<file path="config.mk">
export PLATFORM = sky130hd
export DESIGN_NAME = vsg_top
export DESIGN_NICKNAME = d
export VERILOG_FILES = /design/src/rtl/vsg_pkg.sv /design/src/rtl/vsg_lock_fsm.sv /design/src/rtl/vsg_hcount.sv /design/src/rtl/vsg_vcount.sv /design/src/rtl/vsg_decode.sv /design/src/rtl/vsg_top.sv
export SDC_FILE = /design/constraint.sdc
export NUM_CORES = 1
export LEC_CHECK = 0
export ABC_AREA = 1
export BUFFER_PORTS_ARGS = -buffer_cell sky130_fd_sc_hd__clkbuf_2
export CAP_MARGIN = 10
export CORE_AREA = 2 2 86 88
export DETAILED_ROUTE_END_ITERATION = 6
export DIE_AREA = 0 0 88 90
export GPL_TIMING_DRIVEN = 0
export PLACE_DENSITY = 0.53
export SLEW_MARGIN = 20
export SYNTH_ARGS = -nofsm -noshare
export SYNTH_HDL_FRONTEND = slang
export SYNTH_SLANG_ARGS = --single-unit
</file>
<file path="constraint.sdc">
create_clock -name clk -period 5.2 [get_ports clk]
set_clock_uncertainty 0.05 [all_clocks]
set_input_delay 0.78 -clock clk [delete_from_list [all_inputs] [get_ports clk]]
set_output_delay 0.78 -clock clk [all_outputs]
set_load 0.005 [all_outputs]
</file>
<file path="src/rtl/vsg_pkg.sv">
package vsg_pkg;

    typedef enum logic [1:0] {
        LK_FREE  = 2'd0,
        LK_TRACK = 2'd1,
        LK_LOST  = 2'd2
    } lock_state_e;

endpackage

</file>
<file path="src/rtl/vsg_lock_fsm.sv">
module vsg_lock_fsm
    import vsg_pkg::*;
#(
    parameter int MISS_LIMIT = 4
) (
    input  logic clk,
    input  logic rst,
    input  logic ext_mode,
    input  logic hs_fall,
    input  logic line_end,
    output logic sync_ok,
    output logic lock_lost
);

    localparam int MW = $clog2(MISS_LIMIT + 1);
    localparam logic [MW-1:0] MISS_MAX = MW'(MISS_LIMIT);

    lock_state_e    state, state_nx;
    logic [MW-1:0]  miss, miss_nx;

    always_ff @(posedge clk) begin
        if (rst) begin
            state <= LK_FREE;
            miss  <= '0;
        end else begin
            state <= state_nx;
            miss  <= miss_nx;
        end
    end

    always_comb begin
        state_nx = state;
        miss_nx  = miss;
        unique case (state)
            LK_FREE: begin
                miss_nx = '0;
                if (ext_mode) state_nx = LK_TRACK;
            end
            LK_TRACK: begin
                if (!ext_mode) begin
                    state_nx = LK_FREE;
                    miss_nx  = '0;
                end else if (hs_fall) begin
                    miss_nx = '0;
                end else if (line_end) begin
                    if (miss == MISS_MAX) begin
                        state_nx = LK_LOST;
                        miss_nx  = '0;
                    end else begin
                        miss_nx = miss + 1'b1;
                    end
                end
            end
            LK_LOST: begin
                if (!ext_mode) begin
                    state_nx = LK_FREE;
                    miss_nx  = '0;
                end else if (hs_fall) begin
                    state_nx = LK_TRACK;
                    miss_nx  = '0;
                end
            end
            default: begin
                state_nx = LK_FREE;
                miss_nx  = '0;
            end
        endcase
    end

    always_comb begin
        sync_ok   = ext_mode && (state != LK_FREE);
        lock_lost = (state == LK_LOST);
    end


    lol_entry_chk: assert property (@(posedge clk) disable iff (rst)
        $rose(lock_lost) |-> ($past(ext_mode) && $past(line_end) && !$past(hs_fall)));


    lol_exit_chk: assert property (@(posedge clk) disable iff (rst)
        $fell(lock_lost) |-> ($past(hs_fall) || !$past(ext_mode)));


    miss_bound_chk: assert property (@(posedge clk) disable iff (rst)
        miss <= MISS_MAX);

endmodule

</file>
<file path="src/rtl/vsg_hcount.sv">
module vsg_hcount #(
    parameter int PIX_W = 11
) (
    input  logic             clk,
    input  logic             rst,
    input  logic [PIX_W-1:0] line_len,
    input  logic             realign,
    output logic [PIX_W-1:0] pix,
    output logic             line_end,
    output logic             restart
);

    always_comb begin
        line_end = (pix >= line_len - 1'b1);
        restart  = realign || line_end;
    end

    always_ff @(posedge clk) begin
        if (rst)          pix <= '0;
        else if (restart) pix <= '0;
        else              pix <= pix + 1'b1;
    end


    pix_range_chk: assert property (@(posedge clk) disable iff (rst)
        pix < line_len);


    realign_zero_chk: assert property (@(posedge clk) disable iff (rst)
        realign |=> (pix == '0));

endmodule

</file>
<file path="src/rtl/vsg_vcount.sv">
module vsg_vcount #(
    parameter int PIX_W    = 11,
    parameter int LINE_W   = 10,
    parameter int SMALL_L  = 1716,
    parameter int SMALL_N  = 525,
    parameter int LARGE_L  = 1728,
    parameter int LARGE_N  = 625
) (
    input  logic              clk,
    input  logic              rst,
    input  logic              std_pal,
    input  logic [PIX_W-1:0]  pix,
    input  logic              restart,
    input  logic              hs_realign,
    input  logic              vs_realign,
    output logic [LINE_W-1:0] line_q,
    output logic [PIX_W-1:0]  line_len,
    output logic [LINE_W-1:0] frame_lines
);

    localparam logic [PIX_W-1:0]  S_LEN = PIX_W'(SMALL_L);
    localparam logic [PIX_W-1:0]  L_LEN = PIX_W'(LARGE_L);
    localparam logic [LINE_W-1:0] S_NUM = LINE_W'(SMALL_N);
    localparam logic [LINE_W-1:0] L_NUM = LINE_W'(LARGE_N);

    logic              std_q;
    logic [PIX_W-1:0]  half;
    logic [LINE_W-1:0] f1s;
    logic [LINE_W-1:0] line_nx;
    logic              new_frame;

    always_comb begin
        line_len    = std_q ? L_LEN : S_LEN;
        frame_lines = std_q ? L_NUM : S_NUM;
        half        = line_len >> 1;
        f1s         = (frame_lines - 1'b1) >> 1;

        line_nx = line_q;
        if (restart)
            line_nx = (line_q >= frame_lines - 1'b1) ? '0 : line_q + 1'b1;
        if (vs_realign) begin
            if (hs_realign || (pix < half)) line_nx = '0;
            else                            line_nx = f1s;
        end
        new_frame = restart && (line_nx == '0);
    end

    always_ff @(posedge clk) begin
        if (rst) begin
            line_q <= '0;
            std_q  <= std_pal;
        end else begin
            line_q <= line_nx;
            if (new_frame) std_q <= std_pal;
        end
    end


    std_frame_chk: assert property (@(posedge clk) disable iff (rst)
        !$stable(std_q) |-> ((line_q == '0) && (pix == '0)));


    vs_place_chk: assert property (@(posedge clk) disable iff (rst)
        (vs_realign && !hs_realign) |=> ((line_q == '0) || (line_q == $past(f1s))));

endmodule

</file>
<file path="src/rtl/vsg_decode.sv">
module vsg_decode #(
    parameter int PIX_W       = 11,
    parameter int LINE_W      = 10,
    parameter int HSYNC_CLKS  = 127,
    parameter int VSYNC_LINES = 3,
    parameter int H_ACT_START = 256,
    parameter int H_ACT_LEN   = 1440,
    parameter int V_BLANK     = 20
) (
    input  logic              clk,
    input  logic              rst,
    input  logic [PIX_W-1:0]  pix,
    input  logic [LINE_W-1:0] line_q,
    input  logic [PIX_W-1:0]  line_len,
    input  logic [LINE_W-1:0] frame_lines,
    output logic              hsync_n,
    output logic              vsync_n,
    output logic              field,
    output logic              active
);

    localparam logic [PIX_W-1:0]  HS_W  = PIX_W'(HSYNC_CLKS);
    localparam logic [PIX_W-1:0]  HA_LO = PIX_W'(H_ACT_START);
    localparam logic [PIX_W-1:0]  HA_HI = PIX_W'(H_ACT_START + H_ACT_LEN);
    localparam logic [LINE_W-1:0] VS_N  = LINE_W'(VSYNC_LINES);
    localparam logic [LINE_W-1:0] VB_N  = LINE_W'(V_BLANK);

    logic [PIX_W-1:0]  half;
    logic [LINE_W-1:0] f1s;
    logic              vs_first, vs_second, act_h, act_v;

    always_comb begin
        half  = line_len >> 1;
        f1s   = (frame_lines - 1'b1) >> 1;
        field = (line_q > f1s) || ((line_q == f1s) && (pix >= half));

        vs_first  = (line_q < VS_N);
        vs_second = ((line_q == f1s) && (pix >= half))
                 || ((line_q > f1s) && (line_q < f1s + VS_N))
                 || ((line_q == f1s + VS_N) && (pix < half));

        hsync_n = !(pix < HS_W);
        vsync_n = !(vs_first || vs_second);

        act_h = (pix >= HA_LO) && (pix < HA_HI);
        act_v = field ? (line_q >= f1s + 1'b1 + VB_N)
                      : ((line_q >= VB_N) && (line_q < f1s));
        active = act_h && act_v;
    end


    hs_start_chk: assert property (@(posedge clk) disable iff (rst)
        $fell(hsync_n) |-> (pix == '0));


    field_vs_chk: assert property (@(posedge clk) disable iff (rst)
        !$stable(field) |-> !vsync_n);


    active_sync_chk: assert property (@(posedge clk) disable iff (rst)
        active |-> (hsync_n && vsync_n));

endmodule

</file>
<file path="src/rtl/vsg_top.sv">
module vsg_top #(
    parameter int NTSC_LINE_CLKS   = 1716,
    parameter int NTSC_FRAME_LINES = 525,
    parameter int PAL_LINE_CLKS    = 1728,
    parameter int PAL_FRAME_LINES  = 625,
    parameter int HSYNC_CLKS       = 127,
    parameter int VSYNC_LINES      = 3,
    parameter int H_ACT_START      = 256,
    parameter int H_ACT_LEN        = 1440,
    parameter int V_BLANK          = 20,
    parameter int MISS_LIMIT       = 4,
    localparam int MAX_L  = (NTSC_LINE_CLKS > PAL_LINE_CLKS) ? NTSC_LINE_CLKS : PAL_LINE_CLKS,
    localparam int MAX_N  = (NTSC_FRAME_LINES > PAL_FRAME_LINES) ? NTSC_FRAME_LINES : PAL_FRAME_LINES,
    localparam int PIX_W  = $clog2(MAX_L + 1),
    localparam int LINE_W = $clog2(MAX_N + 1)
) (
    input  logic              clk,
    input  logic              rst,
    input  logic              std_pal,
    input  logic              ext_sync,
    input  logic              ext_hs_n,
    input  logic              ext_vs_n,
    output logic              hsync_n,
    output logic              vsync_n,
    output logic              field_o,
    output logic              active_o,
    output logic [PIX_W-1:0]  pix_o,
    output logic [LINE_W-1:0] line_o,
    output logic              lock_lost_o
);

    logic              hs_prev, vs_prev;
    logic              hs_fall, vs_fall;
    logic              sync_ok;
    logic              hs_realign, vs_realign;
    logic              line_end, restart;
    logic [PIX_W-1:0]  line_len;
    logic [LINE_W-1:0] frame_lines;

    always_ff @(posedge clk) begin
        if (rst) begin
            hs_prev <= 1'b1;
            vs_prev <= 1'b1;
        end else begin
            hs_prev <= ext_hs_n;
            vs_prev <= ext_vs_n;
        end
    end

    always_comb begin
        hs_fall    = hs_prev && !ext_hs_n;
        vs_fall    = vs_prev && !ext_vs_n;
        hs_realign = sync_ok && hs_fall;
        vs_realign = sync_ok && vs_fall;
    end

    vsg_lock_fsm #(.MISS_LIMIT(MISS_LIMIT)) u_lock (
        .clk       (clk),
        .rst       (rst),
        .ext_mode  (ext_sync),
        .hs_fall   (hs_fall),
        .line_end  (line_end),
        .sync_ok   (sync_ok),
        .lock_lost (lock_lost_o)
    );

    vsg_hcount #(.PIX_W(PIX_W)) u_h (
        .clk      (clk),
        .rst      (rst),
        .line_len (line_len),
        .realign  (hs_realign),
        .pix      (pix_o),
        .line_end (line_end),
        .restart  (restart)
    );

    vsg_vcount #(
        .PIX_W   (PIX_W),
        .LINE_W  (LINE_W),
        .SMALL_L (NTSC_LINE_CLKS),
        .SMALL_N (NTSC_FRAME_LINES),
        .LARGE_L (PAL_LINE_CLKS),
        .LARGE_N (PAL_FRAME_LINES)
    ) u_v (
        .clk         (clk),
        .rst         (rst),
        .std_pal     (std_pal),
        .pix         (pix_o),
        .restart     (restart),
        .hs_realign  (hs_realign),
        .vs_realign  (vs_realign),
        .line_q      (line_o),
        .line_len    (line_len),
        .frame_lines (frame_lines)
    );

    vsg_decode #(
        .PIX_W       (PIX_W),
        .LINE_W      (LINE_W),
        .HSYNC_CLKS  (HSYNC_CLKS),
        .VSYNC_LINES (VSYNC_LINES),
        .H_ACT_START (H_ACT_START),
        .H_ACT_LEN   (H_ACT_LEN),
        .V_BLANK     (V_BLANK)
    ) u_dec (
        .clk         (clk),
        .rst         (rst),
        .pix         (pix_o),
        .line_q      (line_o),
        .line_len    (line_len),
        .frame_lines (frame_lines),
        .hsync_n     (hsync_n),
        .vsync_n     (vsync_n),
        .field       (field_o),
        .active      (active_o)
    );


    internal_free_chk: assert property (@(posedge clk) disable iff (rst)
        (!ext_sync && !line_end && !$past(ext_sync)) |=> (pix_o == $past(pix_o) + 1'b1));

endmodule

</file>
* Yosys cells after proc, flatten, opt, wreduce, memory -nomap -nowiden
Cells that the tools add are included.
Word-level totals: register bits 29, input bits 6, output and inout port bits 26, logic and storage cells 92
Cells by class: add/sub/neg operators 8, order comparisons 13, equal/unequal tests 11, mux-type cells 24, reduce and logical (&&, ||, !) cells 29
Operators with widths (number):
- two-way mux 10 bit | 3
- greater-or-equal comparator 10 bit | 2
- two-way mux 3 bit | 6
- two-way mux 2 bit | 7
- two-way mux 7 bit | 2
- logical AND 1 bit | 12
- adder 11 x 1 -> 11 bit, second input constant | 1
- greater-or-equal comparator 11 x 10 -> 1 bit | 1
- greater-or-equal comparator 11 bit | 1
- greater-or-equal comparator 11 x 9 -> 1 bit, second input constant | 1
- less-than comparator 11 x 10 -> 1 bit | 1
- less-than comparator 11 bit, second input constant | 1
- less-than comparator 11 x 7 -> 1 bit, second input constant | 1
- subtractor 11 x 1 -> 11 bit, second input constant | 1
- adder 10 x 1 -> 10 bit, second input constant | 1
- adder 10 x 5 -> 10 bit, second input constant | 1
- adder 9 x 1 -> 10 bit, second input constant | 1
- adder 9 x 2 -> 10 bit, second input constant | 1
- equality test 10 bit | 1
- equality test 10 x 9 -> 1 bit | 1
- greater-or-equal comparator 10 x 5 -> 1 bit, second input constant | 1
- greater-than comparator 10 x 9 -> 1 bit | 1
- logical NOT 10 bit | 1
- less-than comparator 10 bit | 1
- other kinds (22) | 35

* Depth between registers and ports, before layout
depth in word-level cells 10, depth in mapped cells 17, gate-level depth less buffers 16

* Cells and area by module
A second synthesis with hierarchy kept.
Unflattened totals: cell total of the unflattened synthesis 665, area, all modules 4344.2 um^2
By module, submodules not included:
- vsg_decode | instances 1, cells an instance 259, area an instance 1699.1 um^2, seq. area each 0.0 um^2
- vsg_vcount | instances 1, cells an instance 184, area an instance 1162.4 um^2, seq. area each 230.2 um^2
- vsg_hcount | instances 1, cells an instance 145, area an instance 1026.0 um^2, seq. area each 220.2 um^2
- vsg_lock_fsm | instances 1, cells an instance 66, area an instance 377.9 um^2, seq. area each 100.1 um^2
- vsg_top | instances 1, cells an instance 11, area an instance 78.8 um^2, seq. area each 40.0 um^2

* Worst setup path after synthesis
Ideal clock, no wire load.
path type register -> output, start reg u_v.std_q, end out active_o, data arrival time 1.999 ns, required time 4.370 ns, path slack 2.371 ns, stages on the path, launching flop included 10, path buffers 0, path through edfxtp_1 -> inv_1 -> ha_1 -> a21oi_1 -> inv_1 -> a21oi_1 -> o21ai_0 -> nand2b_1 -> nand2_1 -> a211oi_1
On the way: word-level cells in the longest chain between the ends 7, elaborated cells between the ends (all ways) 15, classes of those cells add/sub (3); order compare (4); eq/ne (1); mux (3); reduce/logical (4)
Ends and longest elaborated chain:
- from (decl) | line vsg_vcount.sv:26 | logic std_q;
- from (signal assigned) | line vsg_vcount.sv:51 | std_q <= std_pal;
- from (signal assigned) | line vsg_vcount.sv:54 | if (new_frame) std_q <= std_pal;
- parallel branches: the longest is 4 deep, another holds subtractor 10 x 1 -> 10 bit
- logical OR 1 bit * | line vsg_decode.sv:35 | field = (line_q > f1s) || ((line_q == f1s) && (pix >= half));
- via field_o | line vsg_top.sv:25 | output logic field_o,
- two-way mux 1 bit * | line vsg_decode.sv:46 | act_v = field ? (line_q >= f1s + 1'b1 + VB_N)
- logical AND 1 bit * | line vsg_decode.sv:48 | active = act_h && act_v;
- to (decl) | line vsg_top.sv:26 | output logic active_o,
Mark *: on every way through the listed nets, which the timed path passes.

* Worst setup path after layout
start reg u_v.std_q, end out active_o
On the way: word-level cells in the longest chain between the ends 7, elaborated cells between the ends (all ways) 15, classes of those cells add/sub (3); order compare (4); eq/ne (1); mux (3); reduce/logical (4)
Ends and longest elaborated chain:
- two-way mux 7 bit | line vsg_vcount.sv:34 | frame_lines = std_q ? L_NUM : S_NUM;
- subtractor 10 x 1 -> 10 bit | line vsg_decode.sv:34 | f1s = (frame_lines - 1'b1) >> 1;
- adder 9 x 1 -> 10 bit / equality test 10 x 9 -> 1 bit (equally long branches) | line vsg_decode.sv:46, vsg_decode.sv:35
- adder 10 x 5 -> 10 bit / logical AND 1 bit (equally long branches) | line vsg_decode.sv:46, vsg_decode.sv:35
- greater-or-equal comparator 10 bit / logical OR 1 bit (equally long branches) | line vsg_decode.sv:46, vsg_decode.sv:35
- two-way mux 1 bit * | line vsg_decode.sv:46
- logical AND 1 bit * | line vsg_decode.sv:48
Mark *: on every way between the ends. The rest lies on a longest branch, timed or not.

==> results.cfg <==
[yosys]
avgSynthCellArea_sq_um = 6.49
ys_seq_area_frac = 0.256
synth_adder_area_share = 0.125
synth_cells = 356
synth_seq_cells = 29
syn_nets = 385
synth_compound_area_frac = 0.123
ys_warn_count = 0
synth_area_sq_um = 2310
synth_xor_area_frac = 0.0303
synth_top_family_by_area = simple AND/OR/NAND/NOR gates
synth.area.mux_share = 0
synth_cell_type_count = 38
synth-simple-area-share = 0.361

[die]
dieArea_sq_um = 7920
die_h_um = 90
io_pins = 32
die_w_um = 88
num_rows = 31
core_area_sq_um = 7020
start_util = 0.329

[detailed_routing]
vias = 2303
highest-signal-layer = met4
drt-total-wl_um = 5850
first_pass_iters = 5
drtIter0Drc = 89
wl_per_cell_um = 11.8
drc_errors = 0
wl_met1_um = 2930
viasPerCell = 4.66
dr_wl_met3_um = 221
wl_met2_um = 2570
drtAntennaViolNets = 0

[timing]
min_period_over_period = 0.702
relSlewSlack = 0.648
finalMaxSlewViolations = 0
grt_setup_unrepaired = no
fin_crit_ns = 3.65
hold_violations = 0
setup_viol = 0
fin_tns_setup_ns = 0
fmax_mhz = 274
tightest_slew_ns = 0.527

[worst_setup_path]
cp-end-kind = output port
crit_slowest_cell = edfxtp_1
worst_r2r_path_depth = 15
crit_path_start_kind = flip-flop
regToRegSetupSlack_ns = 2.09
timing.rr.start = u_v.std_q
path_cells = inv_1 -> ha_1 -> nand2_1 -> o21ai_0 -> a21oi_1 -> o21ai_0 -> nand2b_1 -> nand2_1 -> nor2_1 -> a211oi_1 -> clkbuf_2
startpoint = u_v.std_q
arrival_ns = 2.82
required_ns = 4.37
cp_max_fo = 13
r2r-end = u_v.std_q
cp_slowest_stage_delay_ns = 0.57
endpoint = active_o
criticalPathCategory = flip-flop to output port

[cells_and_area]
synthToLayoutAreaGrowth_pct = 16.0
n_antenna_cell = 0
drive_above_1_share = 0.139
nFillCells = 771
seqCellArea_sq_um = 591
final_cells = 494
multi_input_area_sq_um = 1480
fin_nets = 423
utilization = 0.382
design_area_sq_um = 2680

[placement]
placed_cells = 486
gp_congestion = 0.845
dp_hpwl_um = 4650
port_buffers = 31
place_area_sq_um = 2590

[grt]
grt_usage = 0.155
grt_pass1_vias = 2131
antenna_found_initial = 0
grt_max_degree = 14
grt_pass1_wl_um = 9740
grt_overflow = 0

[cts]
cts_buffers = 5
cts_resized = 0
cts_setup_buffers = 0
root_buffer = clkbuf_8
cts_tree = yes
clock_latency_ns = 0.28
cts_hold_buf = 0
cts_max_level = 2
clock_sinks = 29
clockBufferDepth = 2
clk_pin_slew_worst_paths_ns = 0.07

[min_path]
hold_path.class = flip-flop to flip-flop

[flow_run]
maxCapViolations = 0

[outcome]
status = complete, no violations

[power]
power_leakage_nw = 1.31
p_total_mw = 0.521
power_density_nw_per_um2 = 194
peakVddDrop_mv = 0.106
-- cell families (layout without fill, tap and decap cells) --
family	count (synthesis)	count (layout)
AND/OR/NAND/NOR	185	185
XOR/XNOR	8	8
buffers and inverters	62	101
adder cells (fa/ha/maj)	23	23
flip-flops	29	29
AO/OA/AOI/OAI	49	49
-- synth_stat cells --
cell type  count  area share
nand4_1        7       0.019
and3_1         1      0.0027
nand3b_1       1      0.0032
inv_2          1      0.0016
nand2b_1       1      0.0027
a211o_1        1      0.0038
a31oi_1        2      0.0054
xor2_1         5       0.019
dfxtp_1       28        0.24
xnor2_1        3       0.011
nor3b_1        2      0.0065
clkbuf_2       1      0.0022
o21ai_1        1      0.0022
nor2_4         2      0.0097
o211ai_1       1      0.0032
clkbuf_1       2      0.0032
nand2_2        4       0.011
nand3_4        1      0.0076
nor2_2         2      0.0054
nor3_1        10       0.022
a21oi_1       21       0.045
o21ai_0       14       0.030
ha_1          23        0.12
nand2_1       78        0.13
o22ai_1        1      0.0027
inv_1         55       0.089
and2_1         1      0.0027
nor4_1         3      0.0081
nor2_1        46       0.075
nand3_1       23       0.050
o21bai_1       1      0.0032
edfxtp_1       1       0.013
buf_6          1      0.0049
nand3_2        1      0.0043
buf_2          2      0.0043
a21oi_4        1      0.0070
or2_2          2      0.0054
a211oi_1       6       0.019
-- where the power goes --
part	switching [mW]	internal [mW]
Clock	0.0866	0.108
Sequential	0.00960	0.232
Combinational	0.0526	0.0328
-- worst max-delay path, delay by kind of cell, from the launching register on --
family	cells	cell delay, ns
buffers and inverters	2	0.51
adders and majority gates	1	0.45
and+or+nand+nor	4	0.34
DFF	1	0.57
AOI/OAI and AO/OA	4	0.66
-- flip-flops by register name (all words and copies together) (netlist names) --
name	count
u_v.line_q	10
u_h.pix	11
u_lock.miss	3
vs_prev	1
u_v.std_q	1
hs_prev	1
u_lock.state	2
-- cells in the final DEF, fill, tap and decap left out, drive strengths merged, types with 10 or more instances in the layout --
master / count
nand2: 82
inv: 56
nor2: 50
clkbuf: 42
dfxtp: 28
nand3: 25
ha: 23
a21oi: 22
o21ai: 15
nor3: 10
-- metrics by stage --
step                hold slack (ns)  setup WS, ns
finish                        0.429          1.55
global route                  0.455          1.23
CTS                           0.435          1.49
detailed placement            0.421          1.81
global placement              0.423          1.80
floorplan                     0.405          2.37
-- cell type report --
type                    count  share of cell area
multi-input cells         265               0.551
repair buffers             31              0.0579
well taps                  99              0.0462
inverters                  56              0.0784
flip-flops and latches     29               0.220
clock buffers               8              0.0336
plain buffers               6              0.0126
-- worst min path at each step --
stage / from / depth (start not counted) / slack [ns] / endpoint
after floorplan: u_lock.miss[1] / 2 / 0.41 / u_lock.miss[1]
after global placement: u_h.pix[0] / 1 / 0.42 / u_h.pix[0]
after detailed placement: u_h.pix[0] / 1 / 0.42 / u_h.pix[0]
after CTS: u_h.pix[0] / 1 / 0.43 / u_h.pix[0]
after global routing: u_h.pix[0] / 1 / 0.46 / u_h.pix[0]
final: u_h.pix[0] / 1 / 0.43 / u_h.pix[0]
-- metal layers --
layer | up-vias | global-route usage
li1 | 1227 | -
met1 | 1017 | 0.212
met2 | 49 | 0.241
met3 | 10 | 0.0275
met4 | 0 | 0.0577
met5 | - | 0
Power figures use the tool's default switching activity.
